## src/rtl/ewb_pkg.sv

```systemverilog
package ewb_pkg;
    localparam int ADDR_W     = 23;
    localparam int DATA_W     = 16;
    localparam int REGION_LSB = 15;
    localparam int REGION_W   = ADDR_W - REGION_LSB;
    localparam int WAIT_W     = 4;
    localparam int WAIT_MAX   = 14;
    localparam int DIV_W      = 2;

    typedef enum logic [1:0] {
        SP_PROG = 2'd0,
        SP_DATA = 2'd1,
        SP_IO   = 2'd2,
        SP_RSVD = 2'd3
    } space_e;

    typedef enum logic [2:0] {
        PH_IDLE  = 3'd0,
        PH_BANK  = 3'd1,
        PH_LEAD  = 3'd2,
        PH_WRITE = 3'd3,
        PH_TRAIL = 3'd4
    } phase_e;

    typedef struct packed {
        logic [ADDR_W-1:0] addr;
        logic [DATA_W-1:0] data;
        space_e            space;
    } wreq_t;

    typedef struct packed {
        logic [DIV_W-1:0]  div_code;
        logic [WAIT_W-1:0] wait_eff;
    } wcfg_t;

    function automatic logic [WAIT_W-1:0] clamp_wait(input logic [WAIT_W-1:0] w);
        if (w > WAIT_W'(WAIT_MAX))
            return WAIT_W'(WAIT_MAX);
        return w;
    endfunction

    function automatic logic space_is_io(input space_e s);
        return s == SP_IO;
    endfunction

    function automatic logic [REGION_W-1:0] region_of(input logic [ADDR_W-1:0] a);
        return a[ADDR_W-1:REGION_LSB];
    endfunction
endpackage

```

## src/rtl/ewb_clk_div.sv

```systemverilog
module ewb_clk_div #(
    parameter int DIV_W = 2
) (
    input  logic             clk,
    input  logic             rst,
    input  logic             run,
    input  logic [DIV_W-1:0] div_code,
    output logic             tick
);
    logic [DIV_W-1:0] cnt;

    assign tick = run && (cnt == div_code);

    always_ff @(posedge clk) begin
        if (rst || !run || tick)
            cnt <= '0;
        else
            cnt <= cnt + 1'b1;
    end
endmodule

```

## src/rtl/ewb_bank_track.sv

```systemverilog
module ewb_bank_track
    import ewb_pkg::*;
(
    input  logic              clk,
    input  logic              rst,
    input  logic              accept,
    input  logic [ADDR_W-1:0] addr,
    output logic              need_switch
);
    logic [REGION_W-1:0] last_region;
    logic                last_valid;

    assign need_switch = !last_valid || (region_of(addr) != last_region);

    always_ff @(posedge clk) begin
        if (rst) begin
            last_region <= '0;
            last_valid  <= 1'b0;
        end else if (accept) begin
            last_region <= region_of(addr);
            last_valid  <= 1'b1;
        end
    end
endmodule

```

## src/rtl/ewb_seq_fsm.sv

```systemverilog
module ewb_seq_fsm
    import ewb_pkg::*;
(
    input  logic              clk,
    input  logic              rst,
    input  logic              req_valid,
    input  logic              tick,
    input  logic              need_bank,
    input  logic [WAIT_W-1:0] wait_eff,
    output phase_e            phase,
    output logic              accept,
    output logic              ack
);
    logic [WAIT_W-1:0] wcnt;

    assign accept = (phase == PH_IDLE) && req_valid;
    assign ack    = (phase == PH_TRAIL) && tick;

    always_ff @(posedge clk) begin
        if (rst) begin
            phase <= PH_IDLE;
            wcnt  <= '0;
        end else begin
            case (phase)
                PH_IDLE:  if (req_valid) phase <= need_bank ? PH_BANK : PH_LEAD;
                PH_BANK:  if (tick) phase <= PH_LEAD;
                PH_LEAD:  if (tick) begin
                              phase <= PH_WRITE;
                              wcnt  <= wait_eff;
                          end
                PH_WRITE: if (tick) begin
                              if (wcnt == '0) phase <= PH_TRAIL;
                              else            wcnt  <= wcnt - 1'b1;
                          end
                PH_TRAIL: if (tick) phase <= PH_IDLE;
                default:  phase <= PH_IDLE;
            endcase
        end
    end
endmodule

```

## src/rtl/ext_wr_seq.sv

```systemverilog
module ext_wr_seq
    import ewb_pkg::*;
(
    input  logic              clk,
    input  logic              rst,
    input  logic [DIV_W-1:0]  cfg_div,
    input  logic [WAIT_W-1:0] cfg_wait,
    input  logic              req_valid,
    input  logic [ADDR_W-1:0] req_addr,
    input  logic [DATA_W-1:0] req_data,
    input  logic [1:0]        req_space,
    output logic              req_ack,
    output logic [ADDR_W-1:0] bus_addr,
    output logic [DATA_W-1:0] bus_data,
    output logic              bus_data_oe,
    output logic              bus_rnw,
    output logic              bus_mstrb_n,
    output logic              bus_iostrb_n,
    output logic              bus_ps_n,
    output logic              bus_ds_n,
    output logic              bus_is_n,
    output logic              clk_en
);
    wreq_t  cur;
    wcfg_t  cfg;
    phase_e phase;
    logic   accept;
    logic   tick;
    logic   need_bank;
    logic   active;
    logic   drive;

    always_ff @(posedge clk) begin
        if (rst) begin
            cur <= '{addr: '0, data: '0, space: SP_PROG};
            cfg <= '0;
        end else if (accept) begin
            cur <= '{addr: req_addr, data: req_data, space: space_e'(req_space)};
            cfg <= '{div_code: cfg_div, wait_eff: clamp_wait(cfg_wait)};
        end
    end

    ewb_bank_track u_bank (
        .clk         (clk),
        .rst         (rst),
        .accept      (accept),
        .addr        (req_addr),
        .need_switch (need_bank)
    );

    ewb_clk_div #(.DIV_W(DIV_W)) u_div (
        .clk      (clk),
        .rst      (rst),
        .run      (phase != PH_IDLE),
        .div_code (cfg.div_code),
        .tick     (tick)
    );

    ewb_seq_fsm u_fsm (
        .clk       (clk),
        .rst       (rst),
        .req_valid (req_valid),
        .tick      (tick),
        .need_bank (need_bank),
        .wait_eff  (cfg.wait_eff),
        .phase     (phase),
        .accept    (accept),
        .ack       (req_ack)
    );

    assign active = (phase == PH_LEAD) || (phase == PH_WRITE) || (phase == PH_TRAIL);
    assign drive  = (phase == PH_WRITE) || (phase == PH_TRAIL);

    assign bus_addr     = cur.addr;
    assign bus_data     = drive ? cur.data : '0;
    assign bus_data_oe  = drive;
    assign bus_rnw      = !active;
    assign bus_mstrb_n  = !((phase == PH_WRITE) && !space_is_io(cur.space));
    assign bus_iostrb_n = !((phase == PH_WRITE) &&  space_is_io(cur.space));
    assign bus_ps_n     = !(active && (cur.space == SP_PROG));
    assign bus_ds_n     = !(active && ((cur.space == SP_DATA) || (cur.space == SP_RSVD)));
    assign bus_is_n     = !(active && (cur.space == SP_IO));
    assign clk_en       = (phase != PH_IDLE) || req_valid;
endmodule

```

## config.mk

```make
export PLATFORM = sky130hd
export DESIGN_NAME = ext_wr_seq
export DESIGN_NICKNAME = d
export VERILOG_FILES = /design/src/rtl/ewb_pkg.sv /design/src/rtl/ewb_clk_div.sv /design/src/rtl/ewb_bank_track.sv /design/src/rtl/ewb_seq_fsm.sv /design/src/rtl/ext_wr_seq.sv
export SDC_FILE = /design/constraint.sdc
export NUM_CORES = 1
export LEC_CHECK = 0
export BUFFER_PORTS_ARGS = -buffer_cell sky130_fd_sc_hd__buf_2
export CORE_UTILIZATION = 30
export CTS_CLUSTER_DIAMETER = 30
export CTS_CLUSTER_SIZE = 14
export DETAILED_ROUTE_END_ITERATION = 7
export PLACE_DENSITY = 0.55
export SKIP_LAST_GASP = 1
export SLEW_MARGIN = 20
export SYNTH_ARGS = -nofsm -noshare
export SYNTH_HDL_FRONTEND = slang
export SYNTH_SLANG_ARGS = --single-unit
```

## constraint.sdc

```tcl
create_clock -name clk -period 4.8 [get_ports clk]
set_clock_uncertainty 0.05 [all_clocks]
set_input_delay 0.48 -clock clk [delete_from_list [all_inputs] [get_ports clk]]
set_output_delay 0.48 -clock clk [all_outputs]
set_load 0.01 [all_outputs]
```

==> metrics.md <==
| Metric | Value |
|---|---|
| Syn_nets | `386` |
| Clock network power share | `32.8%` |
| CTS Hold Bufs | `0` |
| R2R setup slack | `2.69 ns` |
| Max-Slew Margin vs Limit | `39.9%` |
| CP Launch Type | `flop` |
| Commonest non-fill, non-tap cells in the layout | `nand2_1, buf_2, dfxtp_1` |
| Final slew viol count | `0` |
| Residual DRC | `0` |
| Post-synth EDFFs | `0` |
| Commonest non-fill, non-tap cell in the layout | `nand2_1` |
| CP arrival | `2.03 ns` |
| Actual slew at the worst max-slew pin | `0.901 ns` |
| I/O Buffers | `97` |
| Initial antenna violation count | `0` |
| Antenna-violating nets left | `0` |
| Core area | `8300 sq um` |
| Leak | `1.39 nW` |
| CP required | `4.27 ns` |
| Detailed Place HPWL | `4240 um` |
| Syn Inst Count | `335` |
| Fraction of registers with async set/reset | `0%` |
| Net Sw Power | `339 uW` |
| Layout Cells excl Fill | `512` |
| Row cnt | `33` |
| Setup violators final | `0` |
| Setup TNS | `0 ns` |
| WL final | `6190 um` |
| Clk buf depth | `2` |
| Yosys warns | `0` |
| Worst Path Class, Setup | `flop to primary output` |
| HP Class | `input pin to flop` |
| Main synth FF type | `dfxtp_1` |
| Initial core utilization | `31.4%` |
| Avg Inst Size Synth | `7.78 sq um` |
| CTS sink cnt | `57` |
| Starting DRT DRC Count | `85` |
| WL per Instance | `12.1 um` |
| Fmax | `0.391 GHz` |
| Final period utilization | `53.3%` |
| Vias in the first global route | `2099` |
| Mapped Area | `2610 sq um` |
| DRT met1 WL | `2800 um` |
| Share of cells above drive strength 1 | `29.5%` |
| Max-Cap Viols | `0` |
| Crit path capture type | `primary output` |
| Pwr/cell area | `363 nW/um^2` |
| Clk_lat worst skew | `0.33 ns` |
| Die area | `9060 sq um` |
| CP max FO | `17` |
| Total CTS buffers | `9` |
| Total track usage | `14.7%` |
| Metal2 WL | `3070 um` |
| Total gr overflow | `0` |
| Area grow syn2layout | `20.3%` |
| Run status | `finished, final reports clean` |
| Largest net degree at the start of global routing | `59` |
| First-pass GRT wire length | `9950 um` |
| Reg clk slew, reported paths | `0.07 ns` |
| Total I/O pin count | `98` |
| P_int | `798 uW` |
| Die X-Extent | `95.2 um` |
| Flops & latches, synth | `57` |
| Filler cell count | `906` |
| Overall power | `1.14 mW` |
| CTS tree | `built` |
| Placed Cells | `497` |
| Met3 WL post-DR | `226 um` |
| Logic pwr share | `19.4%` |
| Final hold viol count | `0` |
| Nets | `454` |
| Diodes inserted | `0` |
| Peak supply drop | `0.172 mV` |
| Clock Root Buffer | `clkbuf_8` |
| Sequential Power Share | `47.8%` |
| Die Y | `95.2 um` |
| Vias/cell | `4.51` |
| Top Layer Used | `met4` |
| RD Place Congestion | `0.740` |
| Post-cts resize count | `0` |
| Share of the yosys chip area belonging to registers | `43.8%` |
| RSZ-0062 raised after global routing | `no` |
| Fin crit period | `2.56 ns` |
| Drt pass-1 iters | `4` |
| Post-synthesis cell type count | `38` |
| CTS HTree Levels | `3` |
| Via count | `2310` |
| Switching Share | `29.8%` |
| Setup bufs post-CTS | `0` |
==> stage by stage <==
step / hold slack [ns] / util [%] / worst slack, ns / area (sq um)
5_1_grt: 0.312 / 37.8 / 2.11 / 3140
3_3_place_gp: 0.389 / 35.8 / 2.67 / 2970
2_1_floorplan: 0.382 / - / 3.05 / 2610
3_5_place_dp: 0.396 / 35.8 / 2.58 / 2970
4_1_cts: 0.313 / 37.8 / 2.21 / 3130
6_report: 0.335 / 37.8 / 2.24 / 3140
==> routing by layer <==
| layer | up-vias | global-route usage (%) |
|---|---|---|
| met5 | - | 0 |
| met4 | 0 | 5.68 |
| met3 | 6 | 4.78 |
| met2 | 47 | 24.1 |
| met1 | 1056 | 17.7 |
| li1 | 1201 | - |
==> synth_stat cells, drive strengths merged (2+ instances only) <==
library cell | number | share of area, %
nand2 | 99 | 14
nor4 | 4 | 1.5
nor2b | 17 | 4.1
nor3 | 3 | 0.77
nand2b | 4 | 1.1
o32ai | 2 | 0.67
mux2i | 3 | 1.2
clkbuf | 7 | 1.0
xor2 | 9 | 3.0
o21ai | 2 | 0.38
buf | 34 | 9.0
or2 | 3 | 0.72
o21a | 2 | 0.58
inv | 7 | 1.0
dfxtp | 57 | 44
xnor2 | 2 | 0.67
nand3 | 6 | 1.2
nor2 | 10 | 1.4
and2 | 2 | 0.48
a21oi | 51 | 9.8
==> cell type report <==
cell class,count,area (sq um),area share [%]
repair buffers,98,495,15.8
flip-flops and latches,57,1140,36.4
clock buffers,11,141,4.51
inverters,7,26.3,0.838
multi-input cells,230,1180,37.6
clock inverters,4,20.0,0.638
well taps,105,131,4.19
==> power groups by stage <==
stage / sequential (mW) / clock (mW) / combinational [mW]
after floorplan: 0.547 / 0 / 0.181
after global placement: 0.553 / 0 / 0.222
after detailed placement: 0.554 / 0 / 0.226
after CTS: 0.544 / 0.393 / 0.226
after global routing: 0.549 / 0.415 / 0.253
final: 0.543 / 0.372 / 0.221
==> critical path, stage by stage, from the launching register on <==
cell and delay (ns):
dfxtp_1 0.44, nand3b_1 0.38, and2_1 0.59, nor2b_1 0.12
buf_2 0.17
==> cells by family after synthesis <==
logic type / synth area share, %
xor+xnor: 3.70
flops: 43.8
mux: 1.15
fa+ha+maj: 0.480
buf+inv: 11.0
simple gates: 27.3
compound gates: 12.6
==> registers in the layout, summed over array words and instances, names as in the netlist <==
| name | flops |
|---|---|
| u_fsm.phase | 3 |
| bus_addr | 23 |
| cfg | 6 |
| cur | 18 |
| u_bank.last_valid | 1 |
| u_div.cnt | 2 |
| u_fsm.wcnt | 4 |
==> worst paths after layout <==
check,depth (start not counted),to,from
worst max-delay path,4,bus_data[15],u_fsm.phase[2]
worst max register to register,5,bus_addr[21],u_fsm.phase[1]
worst min-delay path,3,bus_addr[2],req_addr[2]
worst min register to register,2,cur[14],cur[14]
Power figures use the tool's default switching activity.
